### src/rtl/flagu_pkg.sv
package flagu_pkg;
  localparam int DATA_W = 16;
  localparam int BYTE_W = DATA_W / 2;
  localparam int NIB_W  = BYTE_W / 2;
  localparam int FLAG_W = 16;

  localparam int B_CF = 0;
  localparam int B_PF = 2;
  localparam int B_AF = 4;
  localparam int B_ZF = 6;
  localparam int B_SF = 7;
  localparam int B_TF = 8;
  localparam int B_IF = 9;
  localparam int B_DF = 10;
  localparam int B_OF = 11;

  localparam logic [FLAG_W-1:0] HOLE_ONES = 16'hF000;

  typedef enum logic [3:0] {
    OP_NOP   = 4'd0,
    OP_ADD   = 4'd1,
    OP_SUB   = 4'd2,
    OP_LOGIC = 4'd3,
    OP_STC   = 4'd4,
    OP_CLC   = 4'd5,
    OP_CMC   = 4'd6,
    OP_STD   = 4'd7,
    OP_CLD   = 4'd8,
    OP_STI   = 4'd9,
    OP_CLI   = 4'd10,
    OP_LOAD  = 4'd11
  } flag_op_e;

  typedef struct packed {
    logic f_of;
    logic f_df;
    logic f_if;
    logic f_tf;
    logic f_sf;
    logic f_zf;
    logic f_af;
    logic f_pf;
    logic f_cf;
  } flag_state_t;

  typedef struct packed {
    logic c_of;
    logic c_sf;
    logic c_zf;
    logic c_af;
    logic c_pf;
    logic c_cf;
  } cond_t;
endpackage

### src/rtl/flagu_cond.sv
module flagu_cond
  import flagu_pkg::*;
#(
  parameter int DW = DATA_W
) (
  input  logic          word_i,
  input  logic          sub_i,
  input  logic [DW-1:0] opa_i,
  input  logic [DW-1:0] opb_i,
  input  logic [DW-1:0] res_i,
  input  logic [1:0]    cy_i,
  output cond_t         cond_o
);
  localparam int BW = DW / 2;
  localparam int NW = BW / 2;

  logic sa, sb, sr, raw_cy, zero_w, zero_b;

  // width select for sign bits and carry
  always_comb begin
    if (word_i) begin
      sa     = opa_i[DW-1];
      sb     = opb_i[DW-1];
      sr     = res_i[DW-1];
      raw_cy = cy_i[1];
    end else begin
      sa     = opa_i[BW-1];
      sb     = opb_i[BW-1];
      sr     = res_i[BW-1];
      raw_cy = cy_i[0];
    end
  end

  assign zero_b = (res_i[BW-1:0] == '0);
  assign zero_w = zero_b && (res_i[DW-1:BW] == '0);

  always_comb begin
    cond_o.c_zf = word_i ? zero_w : zero_b;
    cond_o.c_sf = sr;
    cond_o.c_pf = ~^res_i[BW-1:0];
    // carry or borrow into the nibble boundary
    cond_o.c_af = opa_i[NW] ^ opb_i[NW] ^ res_i[NW];
    cond_o.c_cf = raw_cy ^ sub_i;
    if (sub_i) cond_o.c_of = (sa != sb) && (sr != sa);
    else       cond_o.c_of = (sa == sb) && (sr != sa);
  end

  logic unused_opnd;
  assign unused_opnd = ^{opa_i, opb_i};
endmodule

### src/rtl/flagu_pack.sv
module flagu_pack
  import flagu_pkg::*;
(
  input  flag_state_t       st_i,
  input  logic [FLAG_W-1:0] ld_word_i,
  output logic [FLAG_W-1:0] word_o,
  output flag_state_t       ld_st_o
);
  always_comb begin
    word_o       = HOLE_ONES;
    word_o[B_CF] = st_i.f_cf;
    word_o[B_PF] = st_i.f_pf;
    word_o[B_AF] = st_i.f_af;
    word_o[B_ZF] = st_i.f_zf;
    word_o[B_SF] = st_i.f_sf;
    word_o[B_TF] = st_i.f_tf;
    word_o[B_IF] = st_i.f_if;
    word_o[B_DF] = st_i.f_df;
    word_o[B_OF] = st_i.f_of;
  end

  always_comb begin
    ld_st_o.f_cf = ld_word_i[B_CF];
    ld_st_o.f_pf = ld_word_i[B_PF];
    ld_st_o.f_af = ld_word_i[B_AF];
    ld_st_o.f_zf = ld_word_i[B_ZF];
    ld_st_o.f_sf = ld_word_i[B_SF];
    ld_st_o.f_tf = ld_word_i[B_TF];
    ld_st_o.f_if = ld_word_i[B_IF];
    ld_st_o.f_df = ld_word_i[B_DF];
    ld_st_o.f_of = ld_word_i[B_OF];
  end

  logic unused_holes;
  assign unused_holes = ^{ld_word_i[15:12], ld_word_i[5], ld_word_i[3], ld_word_i[1]};
endmodule

### src/rtl/flagu_next.sv
module flagu_next
  import flagu_pkg::*;
(
  input  flag_op_e    op_i,
  input  flag_state_t cur_i,
  input  cond_t       cond_i,
  input  flag_state_t ld_i,
  output flag_state_t nxt_o
);
  always_comb begin
    nxt_o = cur_i;
    case (op_i)
      OP_ADD, OP_SUB: begin
        nxt_o.f_cf = cond_i.c_cf;
        nxt_o.f_pf = cond_i.c_pf;
        nxt_o.f_af = cond_i.c_af;
        nxt_o.f_zf = cond_i.c_zf;
        nxt_o.f_sf = cond_i.c_sf;
        nxt_o.f_of = cond_i.c_of;
      end
      OP_LOGIC: begin
        nxt_o.f_cf = 1'b0;
        nxt_o.f_of = 1'b0;
        nxt_o.f_pf = cond_i.c_pf;
        nxt_o.f_zf = cond_i.c_zf;
        nxt_o.f_sf = cond_i.c_sf;
      end
      OP_STC:  nxt_o.f_cf = 1'b1;
      OP_CLC:  nxt_o.f_cf = 1'b0;
      OP_CMC:  nxt_o.f_cf = ~cur_i.f_cf;
      OP_STD:  nxt_o.f_df = 1'b1;
      OP_CLD:  nxt_o.f_df = 1'b0;
      OP_STI:  nxt_o.f_if = 1'b1;
      OP_CLI:  nxt_o.f_if = 1'b0;
      OP_LOAD: nxt_o = ld_i;
      default: nxt_o = cur_i;
    endcase
  end
endmodule

### src/rtl/alu_flag_unit.sv
module alu_flag_unit
  import flagu_pkg::*;
#(
  parameter int DW = DATA_W
) (
  input  logic              clk_i,
  input  logic              rst_ni,
  input  logic [3:0]        op_i,
  input  logic              word_i,
  input  logic [DW-1:0]     opa_i,
  input  logic [DW-1:0]     opb_i,
  input  logic [DW-1:0]     res_i,
  input  logic [1:0]        cy_i,
  input  logic [FLAG_W-1:0] flags_i,
  output logic [FLAG_W-1:0] flags_o
);
  flag_op_e    op;
  flag_state_t st_q, st_d, ld_st;
  cond_t       cond;

  assign op = flag_op_e'(op_i);

  flagu_cond #(.DW(DW)) u_cond (
    .word_i (word_i),
    .sub_i  (op == OP_SUB),
    .opa_i  (opa_i),
    .opb_i  (opb_i),
    .res_i  (res_i),
    .cy_i   (cy_i),
    .cond_o (cond)
  );

  flagu_pack u_pack (
    .st_i      (st_q),
    .ld_word_i (flags_i),
    .word_o    (flags_o),
    .ld_st_o   (ld_st)
  );

  flagu_next u_next (
    .op_i   (op),
    .cur_i  (st_q),
    .cond_i (cond),
    .ld_i   (ld_st),
    .nxt_o  (st_d)
  );

  always_ff @(posedge clk_i or negedge rst_ni) begin
    if (!rst_ni) st_q <= '0;
    else         st_q <= st_d;
  end
endmodule

### config.mk
export PLATFORM = sky130hd
export DESIGN_NAME = alu_flag_unit
export DESIGN_NICKNAME = d
export VERILOG_FILES = /design/src/rtl/flagu_pkg.sv /design/src/rtl/flagu_cond.sv /design/src/rtl/flagu_pack.sv /design/src/rtl/flagu_next.sv /design/src/rtl/alu_flag_unit.sv
export SDC_FILE = /design/constraint.sdc
export NUM_CORES = 1
export LEC_CHECK = 0
export CORE_ASPECT_RATIO = 0.75
export CORE_MARGIN = 8
export CORE_UTILIZATION = 29
export DETAILED_ROUTE_END_ITERATION = 12
export GPL_ROUTABILITY_DRIVEN = 0
export HOLD_SLACK_MARGIN = 0.06
export PLACE_DENSITY = 0.82
export SLEW_MARGIN = 40
export SYNTH_ARGS = -nofsm -noshare
export SYNTH_HDL_FRONTEND = slang
export SYNTH_SLANG_ARGS = --single-unit
### constraint.sdc
create_clock -name clk_i -period 1.17 [get_ports clk_i]
set_input_delay 0.351 -clock clk_i [delete_from_list [all_inputs] [get_ports clk_i]]
set_output_delay 0.351 -clock clk_i [all_outputs]
set_load 0.03 [all_outputs]
# Yosys cells after proc, flatten, opt, wreduce, memory -nomap -nowiden
# Index checks and enable logic that the tools add are counted.
dict set report classes {
  n_mux 13
  bitwise 4
  n_reduce_logical 15
  n_eq_ne 14
}
# operator n
set ops {}
lappend ops {{$eq A4 B3 Y1 const B} 4}
lappend ops {{$eq A4 B4 Y1 const B} 4}
lappend ops {{$logic_not A8 Y1} 2}
lappend ops {{$pmux W1 S3} 3}
lappend ops {{$reduce_bool A3 Y1} 3}
lappend ops {{$eq A4 B2 Y1 const B} 2}
lappend ops {{$reduce_xnor A8 Y1} 1}
lappend ops {{$mux W1} 6}
lappend ops {{$pmux W1 S5} 1}
lappend ops {{$reduce_bool A5 Y1} 1}
lappend ops {{$eq A4 B1 Y1 const B} 1}
lappend ops {{$pmux W1 S2} 2}
lappend ops {{$pmux W2 S2} 1}
lappend ops {{$reduce_bool A2 Y1} 2}
lappend ops {{$reduce_or A2 Y1} 2}
lappend ops {{$logic_and A1 B1 Y1} 3}
lappend ops {{$reduce_or A3 Y1} 1}
lappend ops {{$xor A1 B1 Y1} 3}
lappend ops {{$ne A1 B1 Y1} 2}
lappend ops {{$eq A1 B1 Y1} 1}
lappend ops {{$not A1 Y1} 1}
dict set report word_totals {
  output_inout_bits 16
  register_bits 9
  input_bits 73
}

# Longest topological paths before layout
# Gate-level depths: netlist of run 1.
dict set report depth {
  word_depth 5
  depth_mapped 7
  depth_no_buf 7
}

# Hierarchy
# A second synthesis of run 1 with hierarchy kept.
dict set report hier_totals {
  hier_cells 120
  area_unflattened_um2 1039.7
}
# module instances seq_area_each_um2 cells_per_inst area_per_inst_um2
set by_module_without_submodules {}
lappend by_module_without_submodules {flagu_next 1 0.0 50 351.6}
lappend by_module_without_submodules {flagu_cond 1 0.0 33 252.7}
lappend by_module_without_submodules {alu_flag_unit 1 225.2 10 240.2}
lappend by_module_without_submodules {flagu_pack 1 0.0 27 195.2}

# Worst setup path after synthesis of run 1
# Ideal clock, no wire load.
dict set report synth_timing {
  path_type {input port to flip-flop}
  startpoint {input word_i}
  endpoint {register st_q[0] in the netlist's numbering}
  path_stages 5
  arrival_ns 1.265
  path_slack_ns -0.160
  cell_sequence {buf_4 -> mux2i_1 -> mux2_2 -> o21ai_0 -> o21a_1}
}
dict set report synth_via {
  elab_chain_cells 3
}
# item line_no
set synth_lines {}
lappend synth_lines {{start: declaration} alu_flag_unit.sv:9} ;# input logic word_i,
lappend synth_lines {{$mux W1} flagu_cond.sv:21} ;# if (word_i) begin
lappend synth_lines {{$xor A1 B1 Y1} flagu_cond.sv:43} ;# cond_o.c_cf = raw_cy ^ sub_i;
lappend synth_lines {{$pmux W1 S5} flagu_next.sv:12} ;# case (op_i)
lappend synth_lines {{end signal: assignment} alu_flag_unit.sv:50} ;# else st_q <= st_d;
lappend synth_lines {{end: declaration} alu_flag_unit.sv:18} ;# flag_state_t st_q, st_d, ld_st;
# Every way passes these cells.
# A chain may end at the register's enable or synchronous reset.

# Final worst setup path of run 1
dict set report layout_timing {
  startpoint {input res_i[2]}
  endpoint {register st_q[1] in the netlist's numbering}
}
dict set report layout_via {
  elab_chain_cells 2
}
# item line_no
set layout_lines {}
lappend layout_lines {{start: declaration} alu_flag_unit.sv:12} ;# input logic [DW-1:0] res_i,
lappend layout_lines {{$reduce_xnor A8 Y1} flagu_cond.sv:40} ;# cond_o.c_pf = ~^res_i[BW-1:0];
lappend layout_lines {{$pmux W1 S2} flagu_next.sv:12}
# Every way passes these cells.

==> flow_summary.ini, run 1 <==
[status]
outcome = completed

[power_and_ir_drop]
p_total_uw = 1622
p_comb_frac = 0.523
intPower_uw = 1050
power_density_nw_per_um2 = 959.5
ir_worst_vdd_mv = 0.6065
p_leak_uw = 0.0007685
power_frac_seq = 0.260
switching_power_uw = 572.3
pwr-share-clk = 0.217
sw_frac_of_total = 0.3528

[grt]
grt_use_met3 = 0.04674
grt_pass1_vias = 1089
top_usage_layer = met2
grt_use_met1 = 0.1211
grt_pass1_wl_um = 4968
use_met2 = 0.2291
antenna_found_initial = 0
grt_overflow = 0
grt_max_degree = 10
grt_usage = 0.1222

[floorplan]
core_um2 = 2872
io_pins = 89
start_util = 0.2989
die_w_um = 78.82
rows = 17
dieArea_um2 = 4975
fp.dieH_um = 63.12

[layout]
largest_register_ff_count = 9
diodes = 0
largest_registers = st_q (9)
final_layout_size_suffix_gt1_frac = 0.5497
regMostFlops = st_q
final_nets = 249
fin_cells = 209
layout-area-overhead-vs-synth_pct = 96.94

[cts]
cts_buffers = 3
clk_pin_slew_worst_paths_ns = 0.04
cts.sinks = 9
clk-insertion-delay-late_ns = 0.23
cts_buffer_depth = 2
cts_tree = yes
hold_buffers = 0
clockRootBuffer = clkbuf_8
htreeDepth = 1

[setup_path]
worst_path_most_repeated_cell = a21oi_1
cp.required_ns = 1.28
cp_slowest_cell = ha_4
cp-start-kind = input pin
critical_path.max_fanout = 1
max_stage_delay_ns = 0.21
crit_family = XOR/XNOR gates
cp_data_arrival_time_ns = 1.27
end_kind = flip-flop
path_buf_inv = 2
crit_type = in2reg
r2r_slack_ns = 0.24
path_cells = buf_2 > inv_2 > ha_4 > xnor2_2 > xnor2_1 > nor2_1 > a21oi_1 > a21oi_1

[timing]
final.period_utilization = 0.9883
finalHoldViolations = 0
rsz0062_at_grt = yes
finalSetupViolCount = 0
final.setup_skew_ns = 0
finalCriticalPeriod_ns = 1.156
maxSlewViolCount = 0
fmax_mhz = 864.8
fin_hold_ws_ns = 0.4135
fin_setup_tns_ns = 0

[drt]
wl_per_cell_um = 15.00
drt_iter0_drc = 47
drc = 0
first_pass_iters = 4
dr_total_vias = 970
antenna_left = 0
viasPerCell = 4.641
routed_wl_um = 3136

[logic_synthesis]
synth_seq_area_share = 0.2624
mappedNetlistArea_um2 = 858.3
synth_top_area_frac = 0.2624
yosys.cell_types.count = 36
synth_largest_area_cell = dfrtp_1
ys_ff_latch = 9
synth_area_per_cell_um2 = 8.175
synth_top_cells_by_area = dfrtp_1, buf_4, ha_1, a21oi_1, mux2_2
synth_cells = 105
ys_warn_count = 0

[run]
cap_violations = 0

[hold_path]
hp-class = in2async

[placement]
io_buffers = 48
dp_cells = 199
hpwl_um = 2465
[cells by family after synthesis]
group                      Yosys count  synth area share
other                                2          0.008750
DFF                                  9            0.2624
xor gates and xnor gates             5           0.05103
muxes                                7           0.09329
buffers and inverters               21            0.1385
and+or+nand+nor                     29            0.1764
adders and majority gates            4           0.05831
AOI/OAI and AO/OA                   28            0.2114
[synthesized netlist by cell type, drive strengths merged]
master,n
o21a,3
o211ai,1
xor2,2
a31oi,1
a21oi,10
nor2b,4
and2b,1
o32a,1
xnor2,3
dfrtp,9
a32oi,1
conb,2
nor4,2
nor3,1
and3,1
mux2,5
o21ai,7
o21bai,1
a211oi,2
inv,10
mux2i,2
buf,11
nand3,1
o22ai,1
nand2,12
nand4,1
ha,4
nor2,6
[worst register-to-register path, delay by kind of cell, from the launching register on]
| family | cells | cell delay (ns) |
|---|---|---|
| AO/OA/AOI/OAI | 4 | 0.46 |
| flip-flops | 1 | 0.40 |
[through the flow]
stage	instance area, um2	util	worst slack, ns
final	1690	0.5887	0.01366
after global routing	1690	0.5887	-0.08344
after CTS	1628	0.5669	0.0001869
after detailed placement	1521	0.5298	-0.7681
after global placement	1521	0.5298	-0.7429
after floorplan	987.2	-	-0.08972
[power groups by stage]
| stage | sequential (uW) | clock (uW) | combinational [uW] |
|---|---|---|---|
| after global placement | 423 | 0 | 755 |
| after CTS | 422 | 366 | 796 |
| after floorplan | 534 | 0 | 301 |
| after detailed placement | 424 | 0 | 775 |
| after global routing | 429 | 382 | 903 |
| final | 421 | 352 | 848 |
[cell type report]
class	instances	area, um2
multi-input combinational	80	706.9
tap	38	47.55
fill	241	1181
inverter	10	57.56
timing repair buffer	68	608.1
clock buffer	4	45.04
sequential	9	225.2
[worst paths after layout]
check,start,endpoint,cells past startpoint
worst max-delay path,res_i[2],st_q[1],8
worst min-delay path,rst_ni,st_q[0],2
worst max register to register,st_q[0],st_q[0],4
worst min register to register,st_q[5],st_q[5],1
max in group asynchronous,rst_ni,st_q[5],2
min in group clk_i,op_i[1],st_q[6],3
[timing repair]
item                                    CTS  global route
buffers inserted                          4             2
resized for setup                       107            32
endpoints found under the setup margin    9             9
pin swaps                                19            15
[routing by layer]
metal  up-vias  share of wire
li1        478              -
met1       457           0.38
met2        33           0.54
met3         2          0.075
met4         0         0.0041
met5         -              0
[layout by cell type, fill, tap and decap left out, drive strengths merged, types with 3 or more instances in the layout]
cell           synthesis  routed
a21oi                 10      10
buf                   11      45
clkbuf                 0      10
clkdlybuf4s15          0       4
clkdlybuf4s50          0      10
conb                   2       7
dfrtp                  9       9
dlygate4sd2            0       3
ha                     4       4
inv                   10      10
mux2                   5       5
nand2                 12      12
nor2                   6       6
nor2b                  4       4
o21a                   3       3
o21ai                  7       7
xnor2                  3       3
No activity file was read; power rests on OpenSTA's default activity.
==> run 2, diff against run 1 <==
--- a/config.mk
+++ b/config.mk
@@ -5,13 +5,13 @@
 export SDC_FILE = /design/constraint.sdc
 export NUM_CORES = 1
 export LEC_CHECK = 0
-export CORE_ASPECT_RATIO = 0.75
 export CORE_MARGIN = 8
-export CORE_UTILIZATION = 29
+export CORE_UTILIZATION = 54
 export DETAILED_ROUTE_END_ITERATION = 12
+export DONT_BUFFER_PORTS = 1
 export GPL_ROUTABILITY_DRIVEN = 0
 export HOLD_SLACK_MARGIN = 0.06
-export PLACE_DENSITY = 0.82
+export PLACE_DENSITY = 0.7
 export SLEW_MARGIN = 40
 export SYNTH_ARGS = -nofsm -noshare
 export SYNTH_HDL_FRONTEND = slang
==> flow_summary.ini, run 2 (synthesized netlist as in run 1, its figures left out) <==
[status]
outcome = completed

[layout]
final_nets = 191
diodes = 0
largest_registers = st_q (9)
fillCellCount = 126
regMostFlops = st_q
final_layout_size_suffix_gt1_frac = 0.3451
final_cell_mix = nand2_1, a21oi_1, conb_1
largest_register_ff_count = 9
layout-area-overhead-vs-synth_pct = 19.39
layout_commonest_cell = nand2_1

[grt]
grt_overflow = 0
antenna_found_initial = 0
grt_pass1_wl_um = 3491
grt_max_degree = 12
grt_pass1_vias = 792
grt_usage = 0.1324

[cts]
clk-insertion-delay-late_ns = 0.28
clockRootBuffer = clkbuf_4
cts.sinks = 9
clk_pin_slew_worst_paths_ns = 0.08
cts_buffer_depth = 2
cts_buffers = 3
htreeDepth = 1
cts_tree = yes

[setup_path]
r2r_slack_ns = 0.15
cp_slowest_cell = dfrtp_1
path_buf_inv = 1
r2r_cells = 4
regToRegStartpoint = st_q[0]
path_cells = buf_6
critical_path.max_fanout = 2
worstReg2RegEnd = st_q[0]
cp-start-kind = flip-flop
end_kind = output port
cp_data_arrival_time_ns = 0.81
max_stage_delay_ns = 0.39
crit_family = flip-flops
crit_type = reg2out
cp.required_ns = 0.82

[floorplan]
io_pins = 89
core_um2 = 1506
rows = 14
start_util = 0.5698
die_w_um = 55.87
dieArea_um2 = 3121
fp.dieH_um = 55.87

[timing]
fin_hold_ws_ns = 0.1865
final.period_utilization = 0.9950
finalSetupViolCount = 0
final.setup_skew_ns = 0
finalHoldViolations = 0
rsz0062_at_grt = yes
fmax_mhz = 859.0
maxSlewViolCount = 0
fin_setup_tns_ns = 0
finalCriticalPeriod_ns = 1.164

[power_and_ir_drop]
p_leak_uw = 0.0004374
p_comb_frac = 0.340
pwr-share-clk = 0.223
intPower_uw = 707.2
power_frac_seq = 0.437
switching_power_uw = 457.5
power_density_nw_per_um2 = 1137
ir_worst_vdd_mv = 0.8572
sw_frac_of_total = 0.3928

[drt]
routed_wl_um = 2087
viasPerCell = 5.713
antenna_left = 0
wl_per_cell_um = 16.18
first_pass_iters = 2
drt_iter0_drc = 1
dr_total_vias = 737
drc = 0

[placement]
io_buffers = 0
hpwl_um = 1736

[hold_path]
min_path_cells = 1
hold_start = op_i[1]
hp-class = in2reg
whs_endpoint = st_q[6]

[run]
cap_violations = 0
## run 2: per-layer routing
metal	vias up	wire length (um)	track usage
li1	363	-	-
met1	342	716	0.1253
met2	28	1062	0.2244
met3	4	289	0.09817
met4	0	18	0.03093
met5	-	0	0
## run 2: through the flow
stage | area [um2] | total power [uW] | util | setup slack [ns] | std cells
final | 1025 | 1165 | 0.6802 | 0.005871 | 129
after global routing | 1025 | 1230 | 0.6802 | -0.006303 | 129
after CTS | 1016 | 1164 | 0.6744 | -0.0005425 | 129
after detailed placement | 965.9 | 881.4 | 0.6412 | -0.1380 | 123
after global placement | 965.9 | 871.2 | 0.6412 | -0.1191 | 123
after floorplan | 987.2 | 834.5 | - | -0.08972 | 110
## run 2: how the worst max path moves through the flow
stage	start	to	slack [ns]	cells after the start
6_report	st_q[7]	flags_o[10]	0.006	1
5_1_grt	st_q[7]	flags_o[10]	-0.006	1
4_1_cts	st_q[7]	flags_o[10]	-0.0005	1
2_1_floorplan	op_i[1]	st_q[2]	-0.09	6
3_3_place_gp	res_i[7]	st_q[1]	-0.12	7
3_5_place_dp	res_i[6]	st_q[1]	-0.14	7
## run 2: final cells by class
type / count / area (um2) / area share
well taps: 16 / 20.02 / 0.01954
multi-input cells: 80 / 603.1 / 0.5885
repair buffers: 10 / 88.84 / 0.08669
inverters: 10 / 57.56 / 0.05617
clock buffers: 4 / 26.28 / 0.02564
flip-flops and latches: 9 / 229.0 / 0.2234
## run 2: worst register-to-register path, delay by kind of cell (launching register included)
kind,cells,cell delay [ns]
AOI/OAI and AO/OA,4,0.45
DFF,1,0.48
## run 2: power by group through the flow
stage / registers [uW] / logic (uW) / clock network, uW
2_1_floorplan: 534 / 301 / 0
3_3_place_gp: 509 / 362 / 0
3_5_place_dp: 511 / 370 / 0
4_1_cts: 508 / 392 / 265
5_1_grt: 517 / 440 / 273
6_report: 509 / 395 / 260
## run 2: repair_timing
item                                    CTS  global route
hold buffers                              1             0
buffers inserted                          1             0
hold endpoints to repair                  9             0
resized for setup                         3             3
endpoints found under the setup margin    3             4
pin swaps                                 0             0
==> run 3, diff against run 2 <==
==> constraint.sdc (replaced) <==
create_clock -name clk_i -period 1.17 [get_ports clk_i]
set_input_delay 0.234 -clock clk_i [delete_from_list [all_inputs] [get_ports clk_i]]
set_output_delay 0.234 -clock clk_i [all_outputs]
set_load 0.03 [all_outputs]
==> flow_summary.ini, run 3 (synthesized netlist as in run 1, its figures left out) <==
[status]
outcome = completed

[layout]
final_layout_size_suffix_gt1_frac = 0.2743
largest_register_ff_count = 9
largest_registers = st_q (9)
diodes = 0
fillCellCount = 145
ff_latch_area_um2 = 225.2
fin_cells = 129
regMostFlops = st_q
final_nets = 191
final_cell_mix = nand2_1, a21oi_1, buf_4, dfrtp_1, conb_1
layout_commonest_cell = nand2_1
fin_area_um2 = 957.2
layout-area-overhead-vs-synth_pct = 11.52
multi_input_area_um2 = 570.5

[cts]
hold_buffers = 1
cts_buffer_depth = 2
clk-insertion-delay-late_ns = 0.27
cts_setup_buffers = 0
clockRootBuffer = clkbuf_4
cts_resized = 0
htreeDepth = 1
cts.sinks = 9
cts_tree = yes
cts_buffers = 3
clk_pin_slew_worst_paths_ns = 0.07

[drt]
antenna_left = 0
met1_length_um = 665
dr_total_vias = 744
routed_wl_um = 2041
drt_iter0_drc = 11
viasPerCell = 5.767
top_layer_used = met3
met2_length_um = 1104
wl_per_cell_um = 15.82
drc = 0
route.met3.wl_um = 271
first_pass_iters = 4

[setup_path]
regToRegStartpoint = st_q[2]
path_buf_inv = 1
critical_path.max_fanout = 4
end_kind = output port
cp_slowest_cell = dfrtp_1
cp.required_ns = 0.94
crit_family = flip-flops
max_stage_delay_ns = 0.40
startpoint = st_q[7]
cp_data_arrival_time_ns = 0.84
path_cells = buf_4
crit_type = reg2out
cp-start-kind = flip-flop

[floorplan]
rows = 14
die_w_um = 55.87
io_pins = 89
fp.dieH_um = 55.87
dieArea_um2 = 3121
start_util = 0.5698
core_um2 = 1506

[timing]
finalCriticalPeriod_ns = 1.075
finalSetupViolCount = 0
maxSlewViolCount = 0
final.setup_skew_ns = 0
fmax_mhz = 929.8
rsz0062_at_grt = no
finalHoldViolations = 0
final.period_utilization = 0.9192

[power_and_ir_drop]
p_leak_uw = 0.0004303
ir_worst_vdd_mv = 1.151
power_density_nw_per_um2 = 1181

[grt]
antenna_found_initial = 0
grt_pass1_wl_um = 3332
grt_max_degree = 12
grt_overflow = 0
grt_usage = 0.1256
grt_pass1_vias = 782

[placement]
dp_cells = 124
hpwl_um = 1778
io_buffers = 0
dpl_cell_area_um2 = 920.9

[run]
cap_violations = 0

[hold_path]
hp-class = in2reg
hold_start = op_i[1]
==> run 3: cell counts in the layout (fill, tap and decap cells not counted) <==
Identical to the previous run, type by type.
==> run 3: layer usage <==
metal	up-vias	global-route usage
met3	0	0.08904
met1	352	0.1149
met4	0	0.01031
met2	30	0.2292
met5	-	0
li1	362	-
==> run 3: where the power goes <==
group	switching [uW]	internal (uW)	leakage [uW]
sequential	83.0	371	0.000106
combinational	241	191	0.000309
clock	112	131	0.0000150
==> run 3: stage by stage <==
| stage | hold WS, ns | setup slack [ns] | setup TNS, ns | total power, uW | utilization |
|---|---|---|---|---|---|
| 5_1_grt | 0.06558 | 0.05454 | 0 | 1207 | 0.6354 |
| 4_1_cts | 0.06079 | 0.09092 | 0 | 1143 | 0.6354 |
| 2_1_floorplan | -0.06159 | 0.0006736 | 0 | 811.2 | - |
| 6_report | 0.05803 | 0.09454 | 0 | 1130 | 0.6354 |
| 3_5_place_dp | -0.06135 | -0.07007 | -0.07007 | 889.6 | 0.6113 |
| 3_3_place_gp | -0.06133 | -0.05849 | -0.05849 | 876.1 | 0.6113 |
==> run 3: layout make-up <==
type | count | share of cell area
multi-input combinational | 80 | 0.5961
sequential | 9 | 0.2353
tap | 16 | 0.02092
timing repair buffer | 10 | 0.08105
clock buffer | 4 | 0.02745
inverter | 10 | 0.03922
==> run 3: path summary, 6_finish.rpt <==
kind	slack, ns	cells after the start	endpoint
max	0.09	1	flags_o[10]
min	0.06	1	st_q[6]
max reg2reg	0.30	3	st_q[2]
min reg2reg	0.50	1	st_q[5]
max in group asynchronous	0.52	1	st_q[5]
min in group asynchronous	0.34	1	st_q[6]
